**config.mk**
```make
export PLATFORM = sky130hd
export DESIGN_NAME = serial_tx_fracstop
export DESIGN_NICKNAME = d
export VERILOG_FILES = /design/src/rtl/sertx_pkg.sv /design/src/rtl/sertx_fifo.sv /design/src/rtl/sertx_shift.sv /design/src/rtl/serial_tx_fracstop.sv
export SDC_FILE = /design/constraint.sdc
export NUM_CORES = 1
export LEC_CHECK = 0
export CAP_MARGIN = 20
export CORE_ASPECT_RATIO = 1.75
export CORE_MARGIN = 3
export CORE_UTILIZATION = 60
export CTS_CLUSTER_DIAMETER = 100
export DETAILED_ROUTE_END_ITERATION = 10
export GPL_ROUTABILITY_DRIVEN = 0
export PLACE_DENSITY = 0.83
export SLEW_MARGIN = 10
export SYNTH_ARGS = -nofsm -noshare
export SYNTH_HDL_FRONTEND = slang
export SYNTH_HIERARCHICAL = 1
export SYNTH_SLANG_ARGS = --single-unit
```
**constraint.sdc**
```tcl
create_clock -name clk -period 5.2 [get_ports clk]
set_clock_uncertainty 0.2 [all_clocks]
set_input_delay 0.52 -clock clk [delete_from_list [all_inputs] [get_ports clk]]
set_output_delay 0.52 -clock clk [all_outputs]
set_load 0.1 [all_outputs]
```
**src/rtl/sertx_pkg.sv**
```systemverilog
package sertx_pkg;

    localparam int CHAR_W = 8;
    localparam int TCNT_W = 6;

    typedef enum logic [2:0] {
        ST_IDLE,
        ST_START,
        ST_DATA,
        ST_PAR,
        ST_STOP
    } tx_state_e;

    // Stop period in 16X ticks: low range 9..16, high range 25..32.
    function automatic logic [TCNT_W-1:0] stop_ticks(input logic [3:0] code);
        logic [TCNT_W-1:0] base;
        base = code[3] ? TCNT_W'(17) : TCNT_W'(9);
        return base + TCNT_W'(code);
    endfunction

endpackage

```
**src/rtl/sertx_fifo.sv**
```systemverilog
module sertx_fifo #(
    parameter  int DEPTH = 8,
    parameter  int W     = 8,
    localparam int PTR_W = $clog2(DEPTH),
    localparam int CNT_W = PTR_W + 1
) (
    input  logic             clk,
    input  logic             rst_n,
    input  logic             push,
    input  logic [W-1:0]     wdata,
    input  logic             pop,
    output logic [W-1:0]     rdata,
    output logic [CNT_W-1:0] count,
    output logic             full,
    output logic             empty
);

    typedef struct packed {
        logic [PTR_W-1:0] wr;
        logic [PTR_W-1:0] rd;
        logic [CNT_W-1:0] cnt;
    } fifo_st_t;

    fifo_st_t   st_d, st_q;
    logic [W-1:0] mem [DEPTH];
    logic       do_push, do_pop;

    assign full  = (st_q.cnt == CNT_W'(DEPTH));
    assign empty = (st_q.cnt == '0);
    assign count = st_q.cnt;
    assign rdata = mem[st_q.rd];

    always_comb begin
        st_d    = st_q;
        do_push = push && !full;
        do_pop  = pop && !empty;
        if (do_push) st_d.wr = st_q.wr + 1'b1;
        if (do_pop)  st_d.rd = st_q.rd + 1'b1;
        if (do_push && !do_pop)      st_d.cnt = st_q.cnt + 1'b1;
        else if (do_pop && !do_push) st_d.cnt = st_q.cnt - 1'b1;
    end

    always_ff @(posedge clk or negedge rst_n) begin
        if (!rst_n) st_q <= '0;
        else        st_q <= st_d;
    end

    always_ff @(posedge clk) begin
        if (do_push) mem[st_q.wr] <= wdata;
    end

endmodule

```
**src/rtl/sertx_shift.sv**
```systemverilog
module sertx_shift
    import sertx_pkg::*;
(
    input  logic              clk,
    input  logic              rst_n,
    input  logic              tick16,
    input  logic              tx_enable,
    input  logic              have_char,
    input  logic [CHAR_W-1:0] char_in,
    input  logic [1:0]        char_len,
    input  logic              parity_en,
    input  logic              parity_odd,
    input  logic [3:0]        stop_code,
    output logic              take,
    output logic              txd,
    output logic              idle
);

    typedef struct packed {
        tx_state_e         state;
        logic [TCNT_W-1:0] tcnt;
        logic [2:0]        bidx;
        logic [2:0]        last_bit;
        logic [CHAR_W-1:0] shreg;
        logic              par;
        logic              par_on;
        logic [TCNT_W-1:0] stop_lim;
    } sh_st_t;

    sh_st_t            st_d, st_q;
    logic [CHAR_W-1:0] masked;
    logic [2:0]        len_m1;
    logic              can_load;
    logic              bit_end;

    assign len_m1   = 3'd4 + 3'(char_len);
    assign can_load = tx_enable && have_char;
    assign bit_end  = (st_q.tcnt == TCNT_W'(15));

    always_comb begin
        for (int i = 0; i < CHAR_W; i++) begin
            masked[i] = char_in[i] && (3'(i) <= len_m1);
        end
    end

    always_comb begin
        st_d = st_q;
        take = 1'b0;
        if (tick16) begin
            st_d.tcnt = st_q.tcnt + 1'b1;
            unique case (st_q.state)
                ST_IDLE: st_d.tcnt = '0;
                ST_START: if (bit_end) begin
                    st_d.tcnt  = '0;
                    st_d.state = ST_DATA;
                end
                ST_DATA: if (bit_end) begin
                    st_d.tcnt  = '0;
                    st_d.shreg = st_q.shreg >> 1;
                    st_d.bidx  = st_q.bidx + 1'b1;
                    if (st_q.bidx == st_q.last_bit) begin
                        st_d.bidx  = '0;
                        st_d.state = st_q.par_on ? ST_PAR : ST_STOP;
                    end
                end
                ST_PAR: if (bit_end) begin
                    st_d.tcnt  = '0;
                    st_d.state = ST_STOP;
                end
                ST_STOP: if (st_q.tcnt == st_q.stop_lim - 1'b1) begin
                    st_d.tcnt  = '0;
                    st_d.state = ST_IDLE;
                end
                default: st_d.state = ST_IDLE;
            endcase
            // Load a new character from idle or at the end of a stop period.
            if (can_load && (st_d.state == ST_IDLE)) begin
                take          = 1'b1;
                st_d.state    = ST_START;
                st_d.tcnt     = '0;
                st_d.bidx     = '0;
                st_d.last_bit = len_m1;
                st_d.shreg    = masked;
                st_d.par      = (^masked) ^ parity_odd;
                st_d.par_on   = parity_en;
                st_d.stop_lim = stop_ticks(stop_code);
            end
        end
    end

    always_ff @(posedge clk or negedge rst_n) begin
        if (!rst_n) begin
            st_q       <= '0;
            st_q.state <= ST_IDLE;
        end else begin
            st_q <= st_d;
        end
    end

    always_comb begin
        unique case (st_q.state)
            ST_START: txd = 1'b0;
            ST_DATA:  txd = st_q.shreg[0];
            ST_PAR:   txd = st_q.par;
            default:  txd = 1'b1;
        endcase
    end

    assign idle = (st_q.state == ST_IDLE);

endmodule

```
**src/rtl/serial_tx_fracstop.sv**
```systemverilog
module serial_tx_fracstop
    import sertx_pkg::*;
#(
    parameter  int DEPTH = 8,
    localparam int CNT_W = $clog2(DEPTH) + 1
) (
    input  logic              clk,
    input  logic              rst_n,
    input  logic              wr_en,
    input  logic [CHAR_W-1:0] wr_data,
    input  logic              tx_enable,
    input  logic [1:0]        char_len,
    input  logic              parity_en,
    input  logic              parity_odd,
    input  logic [3:0]        stop_code,
    input  logic [CNT_W-1:0]  trig_level,
    input  logic              tick16,
    output logic              txd,
    output logic              tx_ready,
    output logic              tx_empty
);

    logic [CHAR_W-1:0] head;
    logic [CNT_W-1:0]  fifo_cnt;
    logic              fifo_full, fifo_empty;
    logic              take;
    logic              sh_idle;

    sertx_fifo #(.DEPTH(DEPTH), .W(CHAR_W)) u_fifo (
        .clk   (clk),
        .rst_n (rst_n),
        .push  (wr_en),
        .wdata (wr_data),
        .pop   (take),
        .rdata (head),
        .count (fifo_cnt),
        .full  (fifo_full),
        .empty (fifo_empty)
    );

    sertx_shift u_shift (
        .clk        (clk),
        .rst_n      (rst_n),
        .tick16     (tick16),
        .tx_enable  (tx_enable),
        .have_char  (!fifo_empty),
        .char_in    (head),
        .char_len   (char_len),
        .parity_en  (parity_en),
        .parity_odd (parity_odd),
        .stop_code  (stop_code),
        .take       (take),
        .txd        (txd),
        .idle       (sh_idle)
    );

    assign tx_ready = (fifo_cnt < trig_level);
    assign tx_empty = fifo_empty && sh_idle;

endmodule

```
Word-level counts from Yosys, hierarchy flattened
Memories as Yosys holds them, arrays and structs flattened.
Cells that the tools add are included.
- output and inout bits: 3
- word-level logic and storage cells: 89
- input port bits: 25
- memories kept: 1
- memory bits (writable): 64
- register bits after elaboration: 41
- bitwise gates (word level): 1
- reduce and logical (&&, ||, !) cells: 28
- equality and inequality tests: 8
- mux-type cells: 22
- magnitude comparators: 9
- add/sub/neg operators: 9
- memories (memory ; words ; width ; rd ports ; clocked after memory_dff ; wr ports ; line ; text):
    u_fifo.mem ; 8 ; 8 ; 1 ; 0 ; 1 ; sertx_fifo.sv:25 ; logic [W-1:0] mem [DEPTH];
- operators with widths (kind ; number):
    two-way mux 31 bit ; 1
    one-hot mux 6 bit (5 select lines) ; 1
    two-way mux 9 bit ; 3
    two-way mux 8 bit ; 2
    logical AND 1 bit ; 15
    two-way mux 3 bit ; 5
    one-hot mux 3 bit (5 select lines) ; 1
    <= comparator 3 bit (first input constant) ; 4
    two-way mux 12 bit ; 1
    adder 3 x 1 -> 3 bit (second input constant) ; 3
    two-way mux 4 bit ; 2
    parity 8 bit ; 1
    adder 6 x 1 -> 6 bit (second input constant) ; 1
    adder 6 x 4 -> 6 bit ; 1
    equality test 3 x 2 -> 1 bit (second input constant) ; 2
    equality test 6 x 4 -> 1 bit (second input constant) ; 1
    equality test 6 bit ; 1
    <= comparator 1 x 3 -> 1 bit (first input constant) ; 2
    <= comparator 2 x 3 -> 1 bit (first input constant) ; 2
    zero test 3 bit ; 2
    nonzero test 2 bit ; 3
    subtractor 6 x 1 -> 6 bit (second input constant) ; 1
    two-way mux 5 bit ; 1
    adder 4 x 1 -> 4 bit (second input constant) ; 1
    14 further kinds ; 20

Depth between registers and ports, before layout
Gate-level depths: netlist (run 1).
- depth in word-level cells: 13
- depth in mapped cells: 16
- mapped depth without buffers: 15

Modules after synthesis
Netlist (run 1), hierarchy kept.
- modules (own cells, without submodules) (module ; area each (µm²) ; instances ; cells each ; sequential area each (µm²)):
    sertx_fifo ; 3163.0 ; 1 ; 161 ; 2172.1
    sertx_shift ; 1974.4 ; 1 ; 204 ; 775.7
    serial_tx_fracstop ; 95.1 ; 1 ; 13 ; 0.0

Worst setup path before layout (run 1)
No wires, ideal clock.
- kind: reg-to-reg
- from: reg u_shift/st_q[2] (netlist name)
- to: reg u_fifo.st_q, in the netlist u_fifo/count[3]
- stages on the path, launching flop included: 15
- data required time: 4.869 ns
- arrival time: 3.323 ns
- slack: 1.546 ns
- library setup time: 0.131 ns
- cell sequence: dfrtp_1 or4_4 nor3_2 o2111ai_2 o21ai_2 nand3_4 inv_4 buf_8 o41ai_4 ha_1 inv_1 ha_1 or4_1 o211ai_1 o211ai_1
- cells in the longest elaborated chain, start to end: 13
- RTL lines (element ; line ; text):
    from (decl) ; sertx_shift.sv:30 ; sh_st_t st_d, st_q;
    from (signal assigned) ; sertx_shift.sv:96 ; st_q <= st_d;
    subtractor 6 x 1 -> 6 bit * ; sertx_shift.sv:70 ; ST_STOP: if (st_q.tcnt == st_q.stop_lim - 1'b1) begin
    equality test 6 bit * ; sertx_shift.sv:70 ;
    two-way mux 9 bit * ; sertx_shift.sv:70 ;
    one-hot mux 3 bit (5 select lines) * ; sertx_shift.sv:51 ; unique case (st_q.state)
    two-way mux 3 bit * ; sertx_shift.sv:49 ; if (tick16) begin
    zero test 3 bit * ; sertx_shift.sv:77 ; if (can_load && (st_d.state == ST_IDLE)) begin
    logical AND 1 bit * ; sertx_shift.sv:77 ;
    two-way mux 1 bit * ; sertx_shift.sv:77 ;
    two-way mux 1 bit * ; sertx_shift.sv:49 ;
    via take ; serial_tx_fracstop.sv:26 ; logic take;
    logical AND 1 bit * ; sertx_fifo.sv:36 ; do_pop = pop && !empty;
    zero test 1 bit ; sertx_fifo.sv:39 ; if (do_push && !do_pop) st_d.cnt = st_q.cnt + 1'b1;
    logical AND 1 bit ; sertx_fifo.sv:39 ;
    two-way mux 4 bit / nonzero test 2 bit (equally long branches) ; -- ;
    to (signal assigned) ; sertx_fifo.sv:45 ; else st_q <= st_d;
    to (decl) ; sertx_fifo.sv:24 ; fifo_st_t st_d, st_q;
Mark *: on every way through the listed nets, which the timed path passes. The rest lies on a longest branch. The select of a mux whose other input is x is not followed.
A chain may end at the register's enable or synchronous reset.

Worst setup path in the final report (run 1)
Ends and elaborated chain as after synthesis.

==> results.md, run 1 <==
Critical path:
- The count of cells along the worst register-to-register path is 13.
- Traced cell by cell, the critical path runs through or4_4, nor3_2, o2111ai_2, o21ai_2, nand3_4, inv_4, o41ai_4, ha_1, inv_1, ha_1, or4_1, o211ai_1, o211ai_1.
- In this run the worst path has a maximum fanout of 11.
- For flop-to-flop paths, the worst setup slack is 1.23 ns.
- STA classifies the critical path endpoint as a register.
- For the worst setup path, the data required time is 5.22 ns.
- The worst setup path is launched from a register.
- The worst path arrival time is 4.00 ns.
- The critical setup path kind is register to register.
- In this run the critical register-to-register path is captured at u_fifo/count[3]$_DFFE_PN0P_.
- The worst flop-to-flop path startpoint is u_shift/st_q[2]$_DFFE_PN0P_.
- The slowest library cell on the worst path is or4_4.
- The longest individual stage delay on the worst path is 0.57 ns.
- The most critical setup path has its startpoint at u_shift/st_q[2]$_DFFE_PN0P_.

CTS:
- The CTS tree is yes.
- Counting every sink on the clock net gives 105.
- Clock tree synthesis inserted a total of 9 buffers.
- The count of cells resized by post-cts repair is 0.
- The clock root buffer master is clkbuf_16.
- The register clock-pin slew on the reported worst setup and hold paths is 0.07 ns.
- Hold repair after CTS inserted 0 buffers.
- The number of buffers inserted to repair setup after CTS is 0.
- Counting along the longest clock path gives a buffer depth of 2.
- The number of levels in the clock H-tree is 3.
- The later-pin clock latency in the skew report is 0.35 ns.

Status:
- The run finished with clean final reports.

Finish:
- The number of cells in the finished layout apart from fillers is 521.
- The number of nets in the finished design is 440.
- The proportion of layout cells with a drive suffix above 1 is 0.138.
- The final non-filler cell area is 5840 um2.
- The number of antenna repair diodes is 0.
- The layout overhead on the synthesized area is 11.7%.
- Measured on the finished design, the core utilization comes to 0.698.
- The count of fill cells added during filler insertion is 606.

Drt:
- The count of nets left with antenna violations once routing finished came out at 0.
- In the final routed layout, each cell accounts on average for 18.7 um.
- After detailed routing, the number of vias per cell comes to 6.05.
- The first routing iteration left 192 violations.
- For this block, the routed nets add up to 9740 um of wire.
- Before antenna repair, the detailed router went through 5 iterations.
- For this block, the via count after detailed routing is 3150.
- In the routed design, unresolved DRC markers number 0.

Power and ir drop:
- The share of total power dissipated in combinational logic is 0.291.
- The power density over the cells is 457 nW/um2.
- The internal cell power is 1.79 mW.
- The portion of total power attributed to sequential cells is 0.459.
- Across the VDD grid, the largest voltage drop is 435 uV.
- The net switching power is 880 uW.
- Of the total power, the clock network draws 0.250.
- Summed over all cells, the static leakage comes to 2.21 nW.
- The switching power as a share of total power is 0.330.

Global route:
- The maximum number of pins on one net before global-route repair is 42.
- The remaining global-route overflow is 0.
- The via count of the first global-routing pass is 3204.
- The first global-routing pass estimated 16000 um of wire.
- The total global routing track utilization is 0.215.
- The number of antenna violations at the first check in global routing is 0.

Placement:
- After detailed placement, the total cell area comes to 5550 um2.
- After legalization and detailed placement, the total HPWL measured 6840 um.
- In this run the tool buffered the top-level ports with 27 buffer cells.
- The total placed cells including tap cells is 505.

Floorplanning:
- The die outline height is 129 um.
- The number of core rows is 44.
- The die covers 9910 um2.
- The initial core utilization is 0.625.
- The region available for standard cell placement spans 8370 um2.
- In this run the count of I/O pins placed on the die edge is 28.
- The die is 76.6 um wide.

Logic synthesis:
- Synthesis produced 377 cells.
- Synthesis produced a netlist with a net count of 416.
- After synthesis the cells add up to 5230 um2.
- The mean cell area of the mapped netlist is 13.9 um2.
- The Yosys warning count is 6.

Timing:
- The final count of negative-setup-slack endpoints is 0.
- Timing would allow up to 252 MHz.
- Setup repair after global routing left no endpoint under its margin.
- The smallest hold slack is 0.113 ns.
- At the pin with the least slew margin, the transition time is 1.04 ns.
- The number of max-slew violations in the final report is 0.
- The minimum clock period is 3.97 ns.
- Headroom to the max-slew limit came out at 0.305.
- The final-report hold violation count is 0.
- Adding up every negative setup slack in the final design gives 0 ns.
- The fraction of the cycle the final worst path needs is 0.764.

Job:
- Across the run, the number of max-cap violations was 0.

Min path:
- The path type of the worst min-delay path is primary input to async pin.
[worst max path at each step]
stage	end	slack [ns]
finish	u_fifo/count[3]$_DFFE_PN0P_	1.23
global route	u_fifo/count[3]$_DFFE_PN0P_	0.98
CTS	u_fifo/count[3]$_DFFE_PN0P_	1.23
detailed placement	u_fifo/count[3]$_DFFE_PN0P_	1.24
global placement	u_fifo/count[3]$_DFFE_PN0P_	1.41
floorplan	u_fifo/count[3]$_DFFE_PN0P_	1.55
[metrics by stage]
step | setup WS, ns | power [mW]
final | 1.23 | 2.67
after global routing | 0.984 | 2.82
after CTS | 1.23 | 2.69
after detailed placement | 1.24 | 2.02
after global placement | 1.41 | 1.98
after floorplan | 1.55 | 1.84
[flip-flops by register name, summed over array words and instances (netlist names)]
signal	cells
u_fifo/mem	64
u_shift/st_q	31
u_fifo/st_q	6
u_fifo/count	4
[cell type report]
class | count | area [um2] | area share
clock buffer | 9 | 225 | 0.0386
clock inverter | 7 | 68.8 | 0.0118
inverter | 21 | 81.3 | 0.0139
multi-input combinational | 234 | 2080 | 0.357
sequential | 105 | 2950 | 0.505
tap | 115 | 144 | 0.0246
timing repair buffer | 30 | 288 | 0.0493
[worst max-delay path: cells and delay by family (launching register included)]
family                     cells  cell delay, ns
and+or+nand+nor                4            1.46
AOI/OAI and AO/OA              5            0.79
adders and majority gates      2            0.58
DFF                            1            0.45
buffers and inverters          2            0.37
[layer usage]
layer,part of all wire,global-route usage,up-vias
li1,-,-,1482
met4,0.038,0.120,0
met5,0,0,-
met1,0.38,0.234,1579
met2,0.56,0.396,64
met3,0.031,0.0369,25
[layout by cell type, fill, tap and decap left out, types with 13 or more instances in the layout]
cell	count
clkdlybuf4s50_1	26
ha_1	13
inv_1	20
nand2_1	21
edfxtp_1	64
nor2_1	19
xnor2_1	15
mux4_1	16
dfrtp_1	41
o21ai_0	13
[power groups by stage]
stage          Clock, mW  Combinational (mW)  Sequential (mW)
2_1_floorplan          0               0.670             1.17
3_3_place_gp           0               0.747             1.23
3_5_place_dp           0               0.775             1.24
4_1_cts            0.683               0.784             1.23
5_1_grt            0.716               0.853             1.25
6_report           0.668               0.776             1.23
Note: power is estimated with default switching activity, not from simulation.
==> run 2, diff against run 1 <==
- CORE_UTILIZATION: 60 -> 54
- PLACE_DENSITY: 0.83 -> 0.79
- clock period: 5.2 -> 3.3 ns (I/O delays scaled with it)
==> run 2 against run 1 <==
Effect of this change: critical path type unchanged; global-route usage shrank 0.77 points; the flow now finishes with violations (setup timing); via count grew 4.3%; sequential share of layout area shrank 2.6 points; sequential power grew 48%; routed wire length grew 6.7%; largest cell class unchanged.
==> results.md, run 2 (synthesized netlist as in run 1, its figures left out) <==
Finish:
- The share of the core filled with cells is 0.664 (-0.0335).
- The number of nets in the finished design came to 474 (+7.7%).
- u_fifo/mem holds more flip-flops than any other register.
- The library cells used most frequently in the layout, excluding fill and tap cells, are edfxtp_1 (64), dfrtp_1 (41), buf_4 (37).
- The final non-filler cell area is 6160 um2 (+5.4%).
- The number of flip-flops in the largest register is 64 (unchanged).
- The number of antenna repair diodes is 0 (unchanged).
- In the final layout, the registers with the most flip-flops are u_fifo/mem (64), u_shift/st_q (31), u_fifo/st_q (6).
- The library cell used most frequently in the layout, excluding fill and tap cells, is edfxtp_1.
- The proportion of layout cells with a drive suffix above 1 is 0.230 (+0.0916).
- The area growth from synthesis to layout is 17.7%.

Timing:
- The pin slew with the least headroom to its limit came to 0.922 ns (-0.116 ns).
- The final-report hold violation count is 0 (unchanged).
- The final setup TNS was -0.00211 ns (-0.00211 ns).
- The fraction of the cycle the final worst path needs is 1.00 (+0.236).
- The peak clock frequency supported by timing came to 303 MHz (+20%).
- The worst relative slew slack is 0.385 (+0.0802).
- The minimum clock period is 3.30 ns (-0.673 ns).
- Setup repair after global routing could not meet its margin everywhere.
- The smallest hold slack is 0.302 ns (+0.189 ns).
- The post-route worst setup slack was -0.00211 ns (-1.23 ns).
- The number of max-slew violations in the final report is 0 (unchanged).
- The final count of negative-setup-slack endpoints came to 1 (+1).

Critical path:
- STA classifies the critical path endpoint as a register.
- Walking the worst path, the cells encountered are or4_4, o21a_1, o2111ai_2, o21ai_2, nand3_4, inv_4, o41ai_4, ha_2, inv_4, buf_6, ha_4, nand3_2, a2111o_1, o211ai_1.
- The worst path arrival time is 3.37 ns (-0.63 ns).
- The slowest library cell on the worst path is or4_4.
- The count of cells along the worst register-to-register path came to 14 (+1).
- The most critical setup path has its endpoint at u_fifo/count[3]$_DFFE_PN0P_.
- The critical path startpoint is u_shift/st_q[1]$_DFFE_PN0P_.
- The critical path's most frequent cell is inv_4.
- The critical-path maximum fanout was 3 (-8).
- The flop-to-flop setup slack was -0.002 ns (-1.23 ns).
- The worst flop-to-flop path startpoint is u_shift/st_q[1]$_DFFE_PN0P_.
- The type of origin of the critical path is a register.
- The longest individual stage delay on the worst path is 0.57 ns (about the same).
- The critical path is of the register to register type.
- The worst path required time came to 3.37 ns (-1.85 ns).
- The critical register-to-register path endpoint is u_fifo/count[3]$_DFFE_PN0P_.

Drt:
- The count of antenna-violating nets left after detailed routing is 0 (unchanged).
- The number of DRC markers after the initial detailed-route iteration is 197 (+2.6%).
- The final routed DRC violation total is 0 (unchanged).
- The detail-routed via count per cell came to 5.87 (-2.9%).
- The length of the first detailed-routing pass in iterations is 4 (-1).
- The wire length after detailed routing is 10400 um (+6.7%).
- The total via count in the routed design is 3286 (+4.3%).
- The average wire per standard cell is 18.6 um (-0.70%).

Floorplanning:
- The core box area is 9270 um2 (+11%).
- The number of core rows is 46 (+4.5%).
- The die outline height is 136 um (+5.2%).
- The I/O pin count is 28 (unchanged).
- The die area came to 10900 um2 (+10%).
- The initial core utilization is 0.564 (-0.0606).
- The die boundary width is 80.4 um (+5.0%).

Power and ir drop:
- The power density over the cells is 708 nW/um2 (+55%).
- The portion of total power attributed to sequential cells came to 0.416 (-0.043).
- The portion of total power attributed to the clock network was 0.232 (-0.018).
- The maximum resistive drop on vdd is 520 uV (+20%).
- The internal cell power came to 2.90 mW (+62%).
- The net switching power came to 1.47 mW (+67%).
- The leakage power figure is 2.39 nW (+8.0%).
- The switching power as a share of total power is 0.336 (+0.00649).
- The combinational share of power is 0.352 (+0.061).
- The post-route total power is 4.36 mW (+63%).

CTS:
- The number of levels in the clock H-tree is 3 (unchanged).
- The maximum count of clock buffers along a single path came to 2 (unchanged).
- The CTS tree is yes.
- The register clock-pin slew on the reported worst setup and hold paths was 0.07 ns (about the same).
- The tree is rooted in a clkbuf_16.
- The total number of clock tree sinks was 105 (unchanged).
- The TritonCTS buffer count is 9 (unchanged).
- The later-pin clock latency in the skew report is 0.35 ns (about the same).

Placement:
- The instance area after placement is 5740 um2 (+3.5%).
- The count of input and output buffers is 27 (unchanged).
- The half-perimeter wire length of the detailed placement result is 7310 um (+6.9%).

Global route:
- The via count of the first global-routing pass was 3403 (+6.2%).
- The remaining global-route overflow is 0 (unchanged).
- The maximum number of pins on one net before global-route repair came to 42 (unchanged).
- The total global routing track utilization is 0.207 (-0.00770).
- The global-route wire length before repair came to 16700 um (+4.1%).
- The number of antenna violations at the first check in global routing came to 0 (unchanged).

Min path:
- The tightest min-delay check is of the register to register type.

Job:
- The max-capacitance violation count was 0 (unchanged).

Status:
- The run finished, with violations left.
- The final reports fail on setup timing.
## run 2: per-stage QoR
stage	worst slack, ns	cells
floorplan	-0.179	377
global placement	0.0591	533
detailed placement	-0.0824	533
CTS	-0.0129	557
global route	-0.0923	560
finish	-0.00211	560
## run 2: timing repair
item	CTS	global route
gates resized for setup	1	9
pin swaps	9	14
endpoints found under the setup margin	1	2
endpoints found under the hold margin	41	0
hold buffers	1	0
setup buffers	7	3
## run 2: worst max-delay path, delay by kind of cell, from the launching register on
family | cells | cell delay [ns]
DFF | 1 | 0.38
and+or+nand+nor | 3 | 0.75
adders and majority gates | 2 | 0.53
buffers and inverters | 3 | 0.21
AOI/OAI and AO/OA | 6 | 1.15
## run 2: worst min path at each step
stage | startpoint | endpoint | slack, ns | cells past startpoint
final | u_shift/st_q[18]$_DFFE_PN0P_ | u_shift/st_q[18]$_DFFE_PN0P_ | 0.30 | 1
after global routing | u_shift/st_q[18]$_DFFE_PN0P_ | u_shift/st_q[18]$_DFFE_PN0P_ | 0.33 | 1
after CTS | u_shift/st_q[18]$_DFFE_PN0P_ | u_shift/st_q[18]$_DFFE_PN0P_ | 0.31 | 1
after detailed placement | u_shift/st_q[18]$_DFFE_PN0P_ | u_shift/st_q[18]$_DFFE_PN0P_ | 0.28 | 1
after global placement | u_shift/st_q[18]$_DFFE_PN0P_ | u_shift/st_q[18]$_DFFE_PN0P_ | 0.27 | 1
after floorplan | rst_n | u_fifo/count[0]$_DFFE_PN0P_ | -0.17 | 0
## run 2: layer usage
metal / routed length [um] / part of all wire / track usage / vias up
li1: - / - / - / 1544
met2: 5940 / 0.57 / 0.391 / 74
met4: 319 / 0.031 / 0.105 / 0
met3: 292 / 0.028 / 0.0225 / 22
met5: 0 / 0 / 0 / -
met1: 3840 / 0.37 / 0.222 / 1646
## run 2: layout make-up
cell class / count / area (um2)
repair buffers: 64 / 546
clock buffers: 9 / 225
multi-input cells: 234 / 2140
well taps: 120 / 150
flip-flops and latches: 105 / 2950
inverters: 21 / 86.3
clock inverters: 7 / 61.3
fillers: 636 / 3110
## run 2: power by group through the flow
| stage | sequential (mW) | combinational (mW) | clock, mW |
|---|---|---|---|
| 6_report | 1.82 | 1.53 | 1.01 |
| 5_1_grt | 1.84 | 1.66 | 1.08 |
| 4_1_cts | 1.82 | 1.47 | 1.03 |
| 3_5_place_dp | 1.84 | 1.45 | 0 |
| 3_3_place_gp | 1.83 | 1.40 | 0 |
| 2_1_floorplan | 1.84 | 1.07 | 0 |
==> run 3, diff against run 2 <==
- CORE_UTILIZATION: 54 -> 45
- GPL_TIMING_DRIVEN: unset -> 0
- PLACE_DENSITY: 0.79 -> 0.68
==> run 3 against run 2 <==
Effect of this change: the run still ends with setup timing left; global-route usage is 3.3 points lower; worst setup slack worse by 0.029 ns; non-clock buffer count stayed put; maximum frequency is 0.87% lower; combinational power is 5% lower; cell count is 2.1% higher; clock power is 4% lower; critical path type unchanged.
==> results.md, run 3 (synthesized netlist as in run 1, its figures left out) <==
Floorplanning:
- The die boundary width is 87.5 um (+8.8%).
- The die outline height is 149 um (+9.1%).
- The number of core rows is 51 (+11%).
- The die area came to 13000 um2 (+19%).
- The I/O pin count came to 28 (unchanged).
- The initial core utilization is 0.466 (-0.0987).
- The core box area is 11200 um2 (+21%).

Timing:
- The worst relative slew slack is 0.342 (-0.0427).
- The fraction of the cycle the final worst path needs came to 1.01 (+0.00874).
- The minimum clock period was 3.33 ns (+0.0289 ns).
- The number of max-slew violations in the final report is 0 (unchanged).
- The final-report hold violation count was 0 (unchanged).
- The post-route worst setup slack is -0.0310 ns (-0.0289 ns).
- The final count of negative-setup-slack endpoints came to 1 (unchanged).
- Setup repair after global routing could not meet its margin everywhere.
- The final setup TNS came to -0.0310 ns (-0.0289 ns).
- The pin slew with the least headroom to its limit is 0.983 ns (+0.0604 ns).
- The peak clock frequency supported by timing is 300 MHz (-0.87%).

Drt:
- The count of antenna-violating nets left after detailed routing is 0 (unchanged).
- The final routed DRC violation total is 0 (unchanged).
- The length of the first detailed-routing pass in iterations is 5 (+1).
- The highest layer touched by signal routing is met4.
- The length of routed wiring on met1 is 4080 um (+6.2%).
- The amount of wire on met3 after detailed routing came to 308 um (+5.5%).
- The detailed route wirelength on metal2 is 5970 um (+0.50%).
- The detail-routed via count per cell is 5.77 (-1.7%).
- The total via count in the routed design is 3298 (+0.37%).
- The number of DRC markers after the initial detailed-route iteration is 117 (-41%).
- The wire length after detailed routing came to 10700 um (+2.8%).
- The average wire per standard cell was 18.7 um (+0.59%).

Critical path:
- The flop-to-flop setup slack is -0.03 ns (-0.03 ns).
- The count of cells along the worst register-to-register path is 14 (unchanged).
- The slowest library cell on the worst path is or4_4.
- The longest individual stage delay on the worst path is 0.56 ns (about the same).
- In this run the critical register-to-register path is captured at u_fifo/count[3]$_DFFE_PN0P_.
- The worst setup path is captured at a register.
- The signal on the critical path passes through or4_4, o21a_1, o2111ai_2, o21ai_4, nand3_4, inv_4, o41ai_4, ha_2, inv_4, buf_6, ha_4, nand3_4, a2111o_1, o211ai_1.
- The critical-path maximum fanout came to 3 (unchanged).
- The worst path required time was 3.35 ns (-0.02 ns).
- The critical setup path kind is register to register.
- The type of origin of the critical path is a register.
- The worst path arrival time was 3.38 ns (about the same).
- In this run the critical register-to-register path is launched from u_shift/st_q[1]$_DFFE_PN0P_.

Status:
- The checks that failed: setup timing.
- The flow ran to the end, but the final reports show violations.

Global route:
- The maximum number of pins on one net before global-route repair is 30 (-29%).
- The via count of the first global-routing pass came to 3412 (+0.26%).
- The total global routing track utilization is 0.174 (-0.0332).
- The global-route wire length before repair is 17100 um (+2.6%).
- The number of antenna violations at the first check in global routing came to 0 (unchanged).
- The remaining global-route overflow is 0 (unchanged).

CTS:
- The register clock-pin slew on the reported worst setup and hold paths is 0.07 ns (about the same).
- The number of levels in the clock H-tree was 3 (unchanged).
- The total number of clock tree sinks is 105 (unchanged).
- In this run the clock root is driven by a clkbuf_16.
- The TritonCTS buffer count is 9 (unchanged).
- TritonCTS built the clock tree.
- The later-pin clock latency in the skew report is 0.34 ns (about the same).
- The maximum count of clock buffers along a single path is 2 (unchanged).

Job:
- The max-capacitance violation count is 0 (unchanged).

Placement:
- The instance area after placement was 5730 um2 (-0.22%).
- The count of input and output buffers was 27 (unchanged).
- The half-perimeter wire length of the detailed placement result was 7580 um (+3.8%).

Finish:
- The number of nets in the finished design is 474 (unchanged).
- The most common library cell in the layout ignoring fill and taps is edfxtp_1.
- The final non-filler cell area is 6190 um2 (+0.61%).
- The proportion of layout cells with a drive suffix above 1 is 0.207 (-0.0227).
- In the layout the commonest cells are edfxtp_1 (64), dfrtp_1 (40), clkdlybuf4s50_1 (25).
- The share of the core filled with cells is 0.551 (-0.113).
- The register ranked first by flip-flop count is u_fifo/mem.
- In the final layout, the registers with the most flip-flops are u_fifo/mem (64), u_shift/st_q (31), u_fifo/st_q (6).
- The number of flip-flops in the largest register is 64 (unchanged).
- Compared with the post-synthesis result, the final layout area differs by 18.4%.
- The number of antenna repair diodes came to 0 (unchanged).

Min path:
- In this run the worst hold path is classified as primary input to async pin.

Power and ir drop:
- The maximum resistive drop on vdd came to 505 uV (-2.9%).
- The power density over the cells is 700 nW/um2 (-1.1%).
- The leakage power figure was 2.34 nW (-1.7%).
## run 3: cell types whose count changed in the layout (fill, tap and decap cells not counted), moves of 2 or more
cell	change
clkbuf_1	+8
clkinv_4	-2
buf_12	+2
buf_1	+2
nor3_2	+3
clkdlybuf4s50_1	+2
buf_6	+2
nor3_1	-3
buf_4	-16
## run 3: worst max path at each step
stage,startpoint,end,slack (ns),cells after the start
after detailed placement,u_shift/st_q[2]$_DFFE_PN0P_,u_fifo/count[3]$_DFFE_PN0P_,-0.59,14
after floorplan,u_shift/st_q[2]$_DFFE_PN0P_,u_fifo/count[3]$_DFFE_PN0P_,-0.18,14
final,u_shift/st_q[1]$_DFFE_PN0P_,u_fifo/count[3]$_DFFE_PN0P_,-0.03,14
after global routing,u_shift/st_q[1]$_DFFE_PN0P_,u_fifo/count[3]$_DFFE_PN0P_,-0.12,14
after CTS,u_shift/st_q[2]$_DFFE_PN0P_,u_fifo/count[3]$_DFFE_PN0P_,-0.17,14
after global placement,u_shift/st_q[2]$_DFFE_PN0P_,u_fifo/count[3]$_DFFE_PN0P_,-0.52,14
## run 3: worst max-delay path, delay by kind of cell, from the launching register on
family | cells | cell delay [ns]
AOI/OAI and AO/OA | 6 | 1.15
and+or+nand+nor | 3 | 0.72
adders and majority gates | 2 | 0.54
DFF | 1 | 0.40
buffers and inverters | 3 | 0.22
## run 3: area by class of cell
| class | instances | area (um2) |
|---|---|---|
| Fill cell | 938 | 5040 |
| Sequential cell | 105 | 2950 |
| Multi-Input combinational cell | 234 | 2170 |
| Timing Repair Buffer | 49 | 455 |
| Clock buffer | 11 | 233 |
| Tap cell | 132 | 165 |
| Buffer | 15 | 96.3 |
| Inverter | 21 | 83.8 |
| Clock inverter | 5 | 38.8 |
## run 3: what timing repair did
action | 4_1_cts | 5_1_grt
resized for setup | 6 | 11
endpoints found under the hold margin | 12 | 0
pin swaps | 8 | 12
setup endpoints to repair | 5 | 4
hold buffers | 1 | 0
buffers inserted | 11 | 7
## run 3: stage by stage
stage          worst slack, ns  hold slack, ns  total power [mW]  std cells
2_1_floorplan           -0.179          -0.166              2.91        377
5_1_grt                 -0.115           0.259              4.59        572
3_3_place_gp            -0.515           0.277              3.21        536
3_5_place_dp            -0.588          0.0626              3.29        539
6_report               -0.0310           0.233              4.34        572
4_1_cts                 -0.166           0.224              4.31        567
## run 3: routing by layer
| layer | global-route usage | vias up |
|---|---|---|
| met4 | 0.0730 | 0 |
| met5 | 0 | - |
| met2 | 0.324 | 70 |
| met1 | 0.186 | 1653 |
| met3 | 0.0333 | 24 |
| li1 | - | 1551 |
## run 3: where the power goes
group	total (mW)	switching, mW	internal, mW
combinational	1.46	0.758	0.705
sequential	1.90	0.241	1.66
clock	0.974	0.456	0.518
